### config.mk
export PLATFORM = sky130hd
export DESIGN_NAME = stage_chain
export DESIGN_NICKNAME = d
export VERILOG_FILES = /design/src/rtl/stage_pkg.sv /design/src/rtl/cycle_count.sv /design/src/rtl/stage_slot.sv /design/src/rtl/stage_chain.sv
export SDC_FILE = /design/constraint.sdc
export NUM_CORES = 1
export LEC_CHECK = 0
export BUFFER_PORTS_ARGS = -buffer_cell sky130_fd_sc_hd__buf_2
export CAP_MARGIN = 20
export CELL_PAD_IN_SITES_DETAIL_PLACEMENT = 0
export CELL_PAD_IN_SITES_GLOBAL_PLACEMENT = 2
export CORE_AREA = 2 2 249 251
export CTS_BUF_LIST = sky130_fd_sc_hd__clkbuf_4
export DETAILED_ROUTE_END_ITERATION = 8
export DIE_AREA = 0 0 251 253
export PLACE_DENSITY_LB_ADDON = 0.08
export SLEW_MARGIN = 5
export SYNTH_ARGS = -nofsm -noshare
export SYNTH_HDL_FRONTEND = slang
export SYNTH_SLANG_ARGS = --single-unit
### constraint.sdc
create_clock -name clk -period 3.4 [get_ports clk]
set_clock_uncertainty 0.15 [all_clocks]
set_input_delay 0.51 -clock clk [delete_from_list [all_inputs] [get_ports clk]]
set_output_delay 0.51 -clock clk [all_outputs]
set_load 0.01 [all_outputs]
### src/rtl/stage_pkg.sv
`timescale 1ns/1ps
package stage_pkg;

    localparam int OP_W    = 6;
    localparam int DATA_W  = 32;
    localparam int STAMP_W = 32;

    localparam logic [OP_W-1:0] OP_NOP = '0;

    typedef enum logic [1:0] {
        KIND_R   = 2'd0,
        KIND_I   = 2'd1,
        KIND_J   = 2'd2,
        KIND_INV = 2'd3
    } kind_e;

    typedef struct packed {
        logic [OP_W-1:0]   op;
        kind_e             kind;
        logic [DATA_W-1:0] a;
        logic [DATA_W-1:0] b;
        logic [DATA_W-1:0] c;
    } rec_t;

    localparam rec_t REC_EMPTY = '{op: OP_NOP, kind: KIND_INV, a: '0, b: '0, c: '0};

endpackage

### src/rtl/cycle_count.sv
`timescale 1ns/1ps
module cycle_count #(
    parameter int W = 32
) (
    input  logic         clk,
    input  logic         rst_n,
    output logic [W-1:0] count
);

    typedef struct packed {
        logic [W-1:0] value;
    } cnt_t;

    cnt_t c_d, c_q;

    always_comb begin
        c_d       = c_q;
        c_d.value = c_q.value + 1'b1;
    end

    always_ff @(posedge clk or negedge rst_n) begin
        if (!rst_n) c_q <= '0;
        else        c_q <= c_d;
    end

    assign count = c_q.value;

endmodule

### src/rtl/stage_slot.sv
`timescale 1ns/1ps
module stage_slot
    import stage_pkg::*;
#(
    parameter int N_STAGES    = 4,
    parameter int IDX         = 0,
    parameter int WORK_CYCLES = 1
) (
    input  logic                              clk,
    input  logic                              rst_n,
    input  logic                              flush,
    input  logic [STAMP_W-1:0]                cycle,
    input  logic                              up_valid,
    output logic                              up_ready,
    input  rec_t                              up_rec,
    input  logic [N_STAGES-1:0][STAMP_W-1:0]  up_stamps,
    output logic                              dn_valid,
    input  logic                              dn_ready,
    output rec_t                              dn_rec,
    output logic [N_STAGES-1:0][STAMP_W-1:0]  dn_stamps
);

    localparam int CNT_W = (WORK_CYCLES > 0) ? $clog2(WORK_CYCLES + 1) : 1;
    localparam logic [CNT_W-1:0] BUSY_LOAD = CNT_W'(WORK_CYCLES);

    typedef struct packed {
        logic                             valid;
        logic [CNT_W-1:0]                 busy;
        rec_t                             rec;
        logic [N_STAGES-1:0][STAMP_W-1:0] stamps;
    } slot_t;

    localparam slot_t SLOT_EMPTY = '{valid: 1'b0, busy: '0, rec: REC_EMPTY, stamps: '0};

    slot_t s_d, s_q;
    logic  done, fire, take;

    always_comb begin
        // Status: the stage's own work is finished once the busy count drains.
        done      = (s_q.busy == '0);
        dn_valid  = s_q.valid && done && !flush;
        fire      = dn_valid && dn_ready;
        up_ready  = !flush && (!s_q.valid || fire);
        take      = up_valid && up_ready;

        dn_rec    = REC_EMPTY;
        dn_stamps = '0;
        if (dn_valid) begin
            dn_rec         = s_q.rec;
            dn_stamps      = s_q.stamps;
            dn_stamps[IDX] = cycle;
        end

        s_d = s_q;
        if (s_q.valid && !done) begin
            s_d.busy = s_q.busy - 1'b1;
        end
        if (fire) begin
            s_d = SLOT_EMPTY;
        end
        if (take) begin
            s_d.valid  = 1'b1;
            s_d.busy   = BUSY_LOAD;
            s_d.rec    = up_rec;
            s_d.stamps = up_stamps;
        end
        // Flush outranks every other update.
        if (flush) begin
            s_d = SLOT_EMPTY;
        end
    end

    always_ff @(posedge clk or negedge rst_n) begin
        if (!rst_n) s_q <= SLOT_EMPTY;
        else        s_q <= s_d;
    end

endmodule

### src/rtl/stage_chain.sv
`timescale 1ns/1ps
module stage_chain
    import stage_pkg::*;
#(
    parameter int N_STAGES    = 4,
    parameter int WORK_CYCLES = 1
) (
    input  logic                          clk,
    input  logic                          rst_n,
    input  logic                          in_valid,
    output logic                          in_ready,
    input  logic [OP_W-1:0]               in_op,
    input  logic [1:0]                    in_kind,
    input  logic [DATA_W-1:0]             in_a,
    input  logic [DATA_W-1:0]             in_b,
    input  logic [DATA_W-1:0]             in_c,
    input  logic [N_STAGES-1:0]           squash,
    output logic                          out_valid,
    input  logic                          out_ready,
    output logic [OP_W-1:0]               out_op,
    output logic [1:0]                    out_kind,
    output logic [DATA_W-1:0]             out_a,
    output logic [DATA_W-1:0]             out_b,
    output logic [DATA_W-1:0]             out_c,
    output logic [N_STAGES*STAMP_W-1:0]   out_stamps
);

    typedef logic [N_STAGES-1:0][STAMP_W-1:0] stamps_t;

    logic [STAMP_W-1:0]  cycle;
    logic [N_STAGES-1:0] flush;
    logic                vld [N_STAGES+1];
    logic                rdy [N_STAGES+1];
    rec_t                rec [N_STAGES+1];
    stamps_t             stp [N_STAGES+1];

    cycle_count #(.W(STAMP_W)) u_cycle (
        .clk   (clk),
        .rst_n (rst_n),
        .count (cycle)
    );

    // A flush raised at slot k reaches every later slot in the same cycle.
    always_comb begin
        flush[0] = squash[0];
        for (int k = 1; k < N_STAGES; k++) begin
            flush[k] = squash[k] | flush[k-1];
        end
    end

    assign vld[0]   = in_valid;
    assign rec[0]   = '{op: in_op, kind: kind_e'(in_kind), a: in_a, b: in_b, c: in_c};
    assign stp[0]   = '0;
    assign in_ready = rdy[0];
    assign rdy[N_STAGES] = out_ready;

    for (genvar k = 0; k < N_STAGES; k++) begin : g_slot
        stage_slot #(
            .N_STAGES    (N_STAGES),
            .IDX         (k),
            .WORK_CYCLES (WORK_CYCLES)
        ) u_slot (
            .clk       (clk),
            .rst_n     (rst_n),
            .flush     (flush[k]),
            .cycle     (cycle),
            .up_valid  (vld[k]),
            .up_ready  (rdy[k]),
            .up_rec    (rec[k]),
            .up_stamps (stp[k]),
            .dn_valid  (vld[k+1]),
            .dn_ready  (rdy[k+1]),
            .dn_rec    (rec[k+1]),
            .dn_stamps (stp[k+1])
        );
    end

    assign out_valid  = vld[N_STAGES];
    assign out_op     = rec[N_STAGES].op;
    assign out_kind   = rec[N_STAGES].kind;
    assign out_a      = rec[N_STAGES].a;
    assign out_b      = rec[N_STAGES].b;
    assign out_c      = rec[N_STAGES].c;
    assign out_stamps = stp[N_STAGES];

endmodule

=== Word level (Yosys, flattened, before mapping) ===
Cells that the tools add are included.
W data, S select, Z words.

* Input bits: 112
* Output and inout port bits: 234
* Register bits after elaboration: 840
* Logic and storage cells: 118

* Mux-type cells: 24
* Bitwise operators: 7
* Reductions and logical operators: 41
* Add/subtract/negate cells: 5

{| class="wikitable"
|+ Operator list
! kind !! number
|-
| $mux W234 || 12
|-
| $mux W128 || 4
|-
| $mux W104 || 4
|-
| $add A32 B1 Y32 const B || 1
|-
| $logic_and A1 B1 Y1 || 21
|-
| $reduce_bool A4 Y1 || 4
|-
| $reduce_bool A3 Y1 || 4
|-
| $logic_not A1 Y1 || 8
|-
| $logic_or A1 B1 Y1 || 4
|-
| $mux W1 || 4
|-
| $not A1 Y1 || 4
|-
| $sub A1 B1 Y1 const B || 4
|-
| $or A1 B1 Y1 || 3
|}

=== Logic depth before layout (Yosys ltp) ===
Gate-level depths: netlist (run 1).

* Depth after elaboration: 20
* Depth in mapped cells: 7
* Gate-level depth less buffers: 6

=== Modules after synthesis ===
A second synthesis (run 1) with hierarchy kept.

* Cells, all modules: 3031
* Area total of the unflattened synthesis: 36376.1 um^2

{| class="wikitable"
|+ By module, submodules not included
! module !! area each (um^2) !! cells each !! instances
|-
| stage_slot || 8718.4 || 725 || 4
|-
| cycle_count || 1478.9 || 127 || 1
|-
| stage_chain || 23.8 || 4 || 1
|}

=== Least setup slack after synthesis (run 1) ===
Ideal clock, no wire load.

* Path type: input -> output
* Start: in squash[0]
* End: out out_a[0]
* Setup slack: 0.584 ns
* Required time: 2.740 ns
* Path buffers: 3
* Arrival time: 2.156 ns
* Cell stages on the path: 6
* Cell sequence: or3_1 > clkbuf_1 > nor4_2 > clkbuf_1 > clkbuf_1 > and2_1

* Word-level cells in the longest chain between the ends: 6

{| class="wikitable"
|+ Ends and longest elaborated chain
! item !! RTL line !! source
|-
| start, declared || stage_chain.sv:17 || <nowiki>input logic [N_STAGES-1:0] squash,</nowiki>
|-
| $or A1 B1 Y1 (3 in a row) || stage_chain.sv:47 || <nowiki>flush[k] = squash[k] | flush[k-1];</nowiki>
|-
| $logic_not A1 Y1 || stage_slot.sv:41 || <nowiki>dn_valid = s_q.valid && done && !flush;</nowiki>
|-
| $logic_and A1 B1 Y1 || stage_slot.sv:41 ||
|-
| $mux W104 || stage_slot.sv:48 || <nowiki>if (dn_valid) begin</nowiki>
|-
| end, declared || stage_chain.sv:22 || <nowiki>output logic [DATA_W-1:0] out_a,</nowiki>
|}

Every way passes these cells.

=== Worst setup path in the final report (run 1) ===
* Start: reg g_slot[3].u_slot.s_q[233] (netlist name)
* End: out out_stamps[62]

* Word-level cells in the longest chain between the ends: 3

{| class="wikitable"
|+ Ends and longest elaborated chain
! item !! RTL line !! source
|-
| start, declared || stage_slot.sv:35 || <nowiki>slot_t s_d, s_q;</nowiki>
|-
| start signal, assigned || stage_slot.sv:74 || <nowiki>if (!rst_n) s_q <= SLOT_EMPTY;</nowiki>
|-
| start signal, assigned || stage_slot.sv:75 || <nowiki>else s_q <= s_d;</nowiki>
|-
| $logic_and A1 B1 Y1 (2 in a row) || stage_slot.sv:41 ||
|-
| $mux W128 || stage_slot.sv:48 ||
|-
| end, declared || stage_chain.sv:25 || <nowiki>output logic [N_STAGES*STAMP_W-1:0] out_stamps</nowiki>
|}

Every way passes these cells.

==> results.rst, run 1 <==
.. list-table::
   :header-rows: 1

   * - Metric
     - Value
   * - Outcome
     - finished, final reports clean
   * - Core Util, Final
     - 51.2%
   * - TritonCTS Buffers
     - 175
   * - Actual transition at the worst max-transition pin
     - 1.01 ns
   * - Clk sink count
     - 648
   * - Routed vias
     - 17500
   * - Detailed-route wire length per cell
     - 21.2 um
   * - Fraction of layout instances using a drive strength above 1
     - 29.0%
   * - Net count after synthesis
     - 1917
   * - Largest net degree at the start of global routing
     - 107
   * - Maximum fanout along the worst path
     - 53
   * - Worst-case headroom to the max-slew limit
     - 32.4%
   * - Global-route met3 utilization
     - 5.45%
   * - Number of global-route vias before repair
     - 18400
   * - Final critical path time including I/O delays and setup
     - 3.28 ns
   * - Startpoint types
     - register
   * - I/O pin count
     - 346
   * - Setup TNS after final layout
     - 0 ns
   * - Most common cell after layout, fill and taps aside
     - dfrtp_1
   * - Flop and latch count out of synthesis
     - 648
   * - Remaining design rule violation count
     - 0
   * - Nets@finish
     - 2456
   * - CP top delay family
     - buffers and inverters
   * - Max Transition Viols Final
     - 0
   * - Power per cell area
     - 506 mW/mm^2
   * - CTS root buf
     - clkbuf_4
   * - Warnings from Yosys
     - 0
   * - Hold Crit Class
     - input pin to register
   * - Worst-path cell chain
     - inv_1 > nor4_4 > buf_12 > buf_16 > and2_1 > buf_2
   * - Highest attainable clock frequency
     - 0.305 GHz
   * - Overall die area
     - 0.0635 mm^2
   * - Iteration-0 DRC count of the detailed router
     - 981
   * - Area of placed instances
     - 0.0274 mm^2
   * - Leak Pwr
     - 16.0 nW
   * - Class of the most critical setup path
     - register to output port
   * - Critical path data required time
     - 2.74 ns
   * - Final hold vios
     - 0
   * - Area growth from synthesis to layout
     - 26.7%
   * - Synth unique cells
     - 42
   * - CTS tree
     - built
   * - First-pass GRT wire length
     - 109 mm
   * - Final Setup Violations
     - 0
   * - Routability congestion estimate
     - 0.748
   * - Detailed placer's ending HPWL
     - 39.4 mm
   * - Portion of the post-synthesis area used by sequential elements
     - 65.8%
   * - Buffer and inverter count on the worst path
     - 4
   * - Post-route standard cell area excluding fillers
     - 0.0313 mm^2
   * - GR met2 Demand/Resource
     - 35.5%
   * - Met1 Usage GRT
     - 29.6%
   * - Core region area
     - 0.0610 mm^2
   * - Most frequent cells in the layout
     - dfrtp_1, a22o_1, buf_2, clkbuf_4, and2_1
   * - GR Overflow Total
     - 0
   * - Standard-cell row count
     - 91
   * - Summed instance area of the synthesized netlist
     - 0.0247 mm^2
   * - Final worst-path setup slack
     - 0.124 ns
   * - Overall power of the completed layout
     - 15.8 mW
   * - Total wire length after detailed routing
     - 69.4 mm
   * - Starting utilization of the core area
     - 40.4%
   * - Worst vdd ir
     - 0.000256 V
   * - Final antenna-violating net count
     - 0
   * - First-pass iteration count of the detailed router
     - 5
   * - CP endpoint kind
     - output port
   * - Tcrit/Tclk final
     - 96.4%
   * - Via count normalized by instance count
     - 5.35
   * - Mean area per synthesized cell
     - 13.7 um^2
   * - Maximum root-to-sink buffer count
     - 3
   * - Quantity of I/O buffers inserted on ports
     - 345
   * - Synthesized instance count
     - 1804
   * - Filler Cell Count
     - 5493
   * - Clk Latency, worst-skew pair
     - 1.01 ns
   * - Die Y
     - 253 um
   * - Layer with the highest usage after global routing
     - met2
   * - Clock-pin slew on the worst setup and hold paths
     - 0.06 ns
   * - Crit-path max cell delay
     - 0.43 ns
   * - Max-cap violations
     - 0
   * - Initial antenna violation count
     - 6
   * - CP max stage cell
     - dfrtp_1
   * - Placement-stage worst setup slack
     - 0.342 ns
   * - Total number of H-tree levels
     - 4
   * - Die span in x
     - 251 um
   * - Overall Global Routing Usage
     - 22.2%
   * - RSZ-0062 raised after global routing
     - true
   * - Critical Path AT
     - 2.62 ns
## registers in the layout, indices dropped and copies added (netlist names)
register           flops
g_slot.u_slot.s_q    616
u_cycle.count         32
## per-layer routing
metal  wire (um)  up-vias
li1            -     7909
met4        1430        2
met1       31000     9102
met5          13        -
met2       33700      427
met3        3260       92
## final timing paths
check                                           from                   endpoint  slack (ns)  cells past startpoint
min in group asynchronous                      rst_n  g_slot[2].u_slot.s_q[225]        0.16                      2
max in group asynchronous                      rst_n  g_slot[0].u_slot.s_q[210]        2.28                      3
setup reg to reg           g_slot[3].u_slot.s_q[232]  g_slot[0].u_slot.s_q[217]        0.55                      6
setup / recovery           g_slot[3].u_slot.s_q[233]             out_stamps[62]        0.12                      6
hold reg to reg            g_slot[0].u_slot.s_q[217]  g_slot[1].u_slot.s_q[217]        0.32                      1
hold / removal                              in_op[3]  g_slot[0].u_slot.s_q[229]        0.10                      3
## through the flow
step,std cells,hold slack (ns)
after floorplan,1804,0.0644
after global placement,2820,0.324
after detailed placement,2820,0.325
after CTS,3269,0.00135
after global routing,3276,0.0258
final,3277,0.105
## logic make-up (layout without fill, tap and decap cells)
| family | Yosys count | after routing | share of synthesized area, % |
|---|---|---|---|
| DFF | 648 | 648 | 65.8 |
| other | 0 | 8 | 0 |
| adders and majority gates | 1 | 1 | 0.0507 |
| muxes | 2 | 2 | 0.0812 |
| AOI/OAI and AO/OA | 628 | 628 | 22.3 |
| buffers and inverters | 183 | 858 | 3.21 |
| xor gates and xnor gates | 30 | 30 | 1.07 |
| and+or+nand+nor | 312 | 312 | 7.51 |
## area by class of cell
type | instances | area, um^2 | area share (%)
sequential | 648 | 16200 | 51.9
multi-input combinational | 973 | 7770 | 24.9
timing repair buffer | 533 | 3880 | 12.4
clock buffer | 267 | 2000 | 6.41
tap | 790 | 988 | 3.16
clock inverter | 46 | 319 | 1.02
inverter | 12 | 45.0 | 0.144
antenna | 8 | 20.0 | 0.0641
## tightest hold or removal path, delay by kind of cell
family	cells	cell delay (ns)
buffers and inverters	2	0.60
AOI/OAI and AO/OA	1	0.11
## Yosys cell counts
cell,count,area (um^2)
inv_1,12,45.0
nand2_1,21,78.8
o31ai_1,1,7.51
o21ba_2,1,10.0
and4_1,1,8.76
a22oi_1,2,15.0
a31oi_1,1,6.26
mux2i_1,2,20.0
o21ai_0,3,15.0
o21a_1,2,15.0
dfrtp_1,640,16000
clkbuf_1,94,353
xnor2_1,21,184
o41ai_4,1,27.5
o22a_1,2,17.5
xor2_1,9,78.8
a211o_1,2,17.5
or3_1,2,12.5
nand4_1,7,43.8
nor2_1,16,60.1
buf_1,7,26.3
a2111oi_2,2,30.0
nor4b_1,1,8.76
nor2b_1,1,6.26
buf_2,63,315
ha_1,1,12.5
nor4_1,2,12.5
o21bai_1,1,7.51
dfstp_2,8,210
nand3_1,10,50.1
a221o_1,2,20.0
a21boi_0,2,15.0
and3_1,5,31.3
buf_4,7,52.6
nor4_2,1,12.5
a31o_2,2,17.5
nor3_1,6,30.0
a22o_1,600,5260
and2_1,233,1460
nand2b_1,5,31.3
nand3b_1,1,7.51
a21oi_1,4,20.0
## power by group
group	total, mW	leakage (nW)	switching, mW	internal, mW
clock network	7.13	1.39	3.19	3.95
registers	7.89	8.95	0.0683	7.83
logic	0.778	5.62	0.478	0.300
## what timing repair did
action                     in CTS  in global routing
hold endpoints to repair      713                  0
gates cloned                    2                  0
hold buffers                  133                  0
pin swaps                       2                  0
setup endpoints to repair     233                 64
gates resized for setup         3                 15
setup buffers                   1                  0
No activity file was read; power rests on OpenSTA's default activity.
==> run 2, diff against run 1 <==
- PLACE_DENSITY: unset -> 0.87
- PLACE_DENSITY_LB_ADDON: 0.08 -> unset
==> results.rst, run 2 (synthesis results as in run 1) <==
.. list-table::
   :header-rows: 1

   * - Metric
     - Value
   * - Fraction of layout instances using a drive strength above 1
     - 28.1%
   * - Hold Crit Class
     - input pin to async pin
   * - First-pass GRT wire length
     - 103 mm
   * - Critical register-to-register path startpoint
     - g_slot[3].u_slot.s_q[232]
   * - Setup TNS after final layout
     - 0 ns
   * - Max-cap violations
     - 0
   * - Total wire length after detailed routing
     - 65.7 mm
   * - CTS tree
     - built
   * - First-pass iteration count of the detailed router
     - 5
   * - Worst vdd ir
     - 0.000258 V
   * - Number of global-route vias before repair
     - 18300
   * - Iteration-0 DRC count of the detailed router
     - 1103
   * - Max FFs per register
     - 616
   * - Remaining design rule violation count
     - 0
   * - Core Util, Final
     - 50.6%
   * - Worst R2R Setup Slack
     - 0.58 ns
   * - Final worst-path setup slack
     - 0.172 ns
   * - Detailed-route wire length per cell
     - 20.4 um
   * - Die Y
     - 253 um
   * - Critical path data required time
     - 2.74 ns
   * - Final hold vios
     - 0
   * - Most common cell after layout, fill and taps aside
     - dfrtp_1
   * - Highest attainable clock frequency
     - 0.310 GHz
   * - Class of the most critical setup path
     - input pin to output port
   * - Routability congestion estimate
     - 0.777
   * - Leak Pwr
     - 15.8 nW
   * - Initial antenna violation count
     - 5
   * - Final Setup Violations
     - 0
   * - Quantity of I/O buffers inserted on ports
     - 345
   * - Die span in x
     - 251 um
   * - Overall die area
     - 0.0635 mm^2
   * - Routed vias
     - 17600
   * - TritonCTS Buffers
     - 166
   * - GR Overflow Total
     - 0
   * - Largest net degree at the start of global routing
     - 117
   * - Tcrit/Tclk final
     - 94.9%
   * - Worst setup path start
     - squash[0]
   * - I/O pin count
     - 346
   * - Area growth from synthesis to layout
     - 25.2%
   * - Standard-cell row count
     - 91
   * - Clk Latency, worst-skew pair
     - 0.96 ns
   * - Starting utilization of the core area
     - 40.4%
   * - Most frequent cells in the layout
     - dfrtp_1, a22o_1, buf_2, clkbuf_4, and2_1
   * - Maximum root-to-sink buffer count
     - 3
   * - Core region area
     - 0.0610 mm^2
   * - Filler Cell Count
     - 5376
   * - Register with the highest flop count
     - g_slot.u_slot.s_q
   * - Overall power of the completed layout
     - 15.4 mW
   * - Power per cell area
     - 498 mW/mm^2
   * - Nets@finish
     - 2431
   * - Overall Global Routing Usage
     - 20.7%
   * - Cell count of the worst reg-to-reg path
     - 7
   * - Critical Path AT
     - 2.57 ns
   * - Clk sink count
     - 648
   * - Outcome
     - finished, final reports clean
   * - Startpoint types
     - input pin
   * - Detailed placer's ending HPWL
     - 38.6 mm
   * - Worst-case headroom to the max-slew limit
     - 42.5%
   * - Via count normalized by instance count
     - 5.45
   * - Clock-pin slew on the worst setup and hold paths
     - 0.07 ns
   * - Maximum fanout along the worst path
     - 7
   * - CTS root buf
     - clkbuf_4
   * - Actual transition at the worst max-transition pin
     - 0.863 ns
   * - Final antenna-violating net count
     - 0
   * - Placement-stage worst setup slack
     - 0.489 ns
   * - Final critical path time including I/O delays and setup
     - 3.23 ns
   * - Max Transition Viols Final
     - 0
   * - CP endpoint kind
     - output port
   * - Total number of H-tree levels
     - 4
## run 2: cell count changes in the layout (fill, tap and decap cells not counted), sizes merged
| cell | delta |
|---|---|
| clkinv | -9 |
| inv | -1 |
| diode | -6 |
| buf | -3 |
| dlygate4sd3 | -15 |
| clkbuf | -20 |
| clkinvlp | +1 |
## run 2: timing repair
| item | 4_1_cts | 5_1_grt |
|---|---|---|
| gates cloned | 0 | 2 |
| pin swaps | 2 | 1 |
| hold endpoints to repair | 531 | 0 |
| hold buffers | 117 | 0 |
| setup buffers | 0 | 3 |
| endpoints found under the setup margin | 137 | 84 |
| gates resized for setup | 2 | 3 |
## run 2: critical path, cell delays in order
cell	delay [ns]
buf_2	0.17
dlygate4sd3_1	0.68
or3_1	0.46
o21ai_0	0.32
a21oi_2	0.10
nor2_2	0.16
buf_2	0.16
## run 2: where the power goes
group / leakage, nW / internal (mW) / switching, mW
combinational: 5.54 / 0.296 / 0.469
sequential: 8.95 / 7.83 / 0.0695
clock: 1.26 / 3.66 / 3.08
total: 15.8 / 11.8 / 3.61
## run 2: cell type report
cell class | instances | area [um^2] | area share, %
sequential | 648 | 16200 | 52.5
clock inverter | 37 | 297 | 0.960
inverter | 12 | 45.0 | 0.146
tap | 790 | 988 | 3.20
multi-input combinational | 973 | 7740 | 25.1
antenna | 2 | 5.00 | 0.0162
clock buffer | 245 | 1840 | 5.96
timing repair buffer | 517 | 3740 | 12.1
## run 2: layer usage
| layer | wire, um | vias to the layer above | GRT usage, % | part of all wire (%) |
|---|---|---|---|---|
| met3 | 4170 | 131 | 5.38 | 6.3 |
| met5 | 53 | - | 0 | 0.081 |
| met1 | 29500 | 9016 | 28.6 | 45 |
| met2 | 30000 | 614 | 31.2 | 46 |
| li1 | - | 7814 | - | - |
| met4 | 1990 | 8 | 8.78 | 3.0 |
## run 2: worst paths after layout
path	endpoint
max	in_ready
min	g_slot[3].u_slot.s_q[79]
max reg2reg	g_slot[1].u_slot.s_q[225]
min reg2reg	g_slot[1].u_slot.s_q[202]
max in group asynchronous	g_slot[3].u_slot.s_q[145]
min in group clk	g_slot[0].u_slot.s_q[218]
## run 2: through the flow
stage	area (um^2)	hold slack [ns]	std cells
2_1_floorplan	24700	0.0644	1804
3_3_place_gp	27500	0.324	2818
3_5_place_dp	27500	0.323	2818
4_1_cts	30800	0.00366	3217
5_1_grt	30900	0.0635	3223
6_report	30900	0.0907	3224
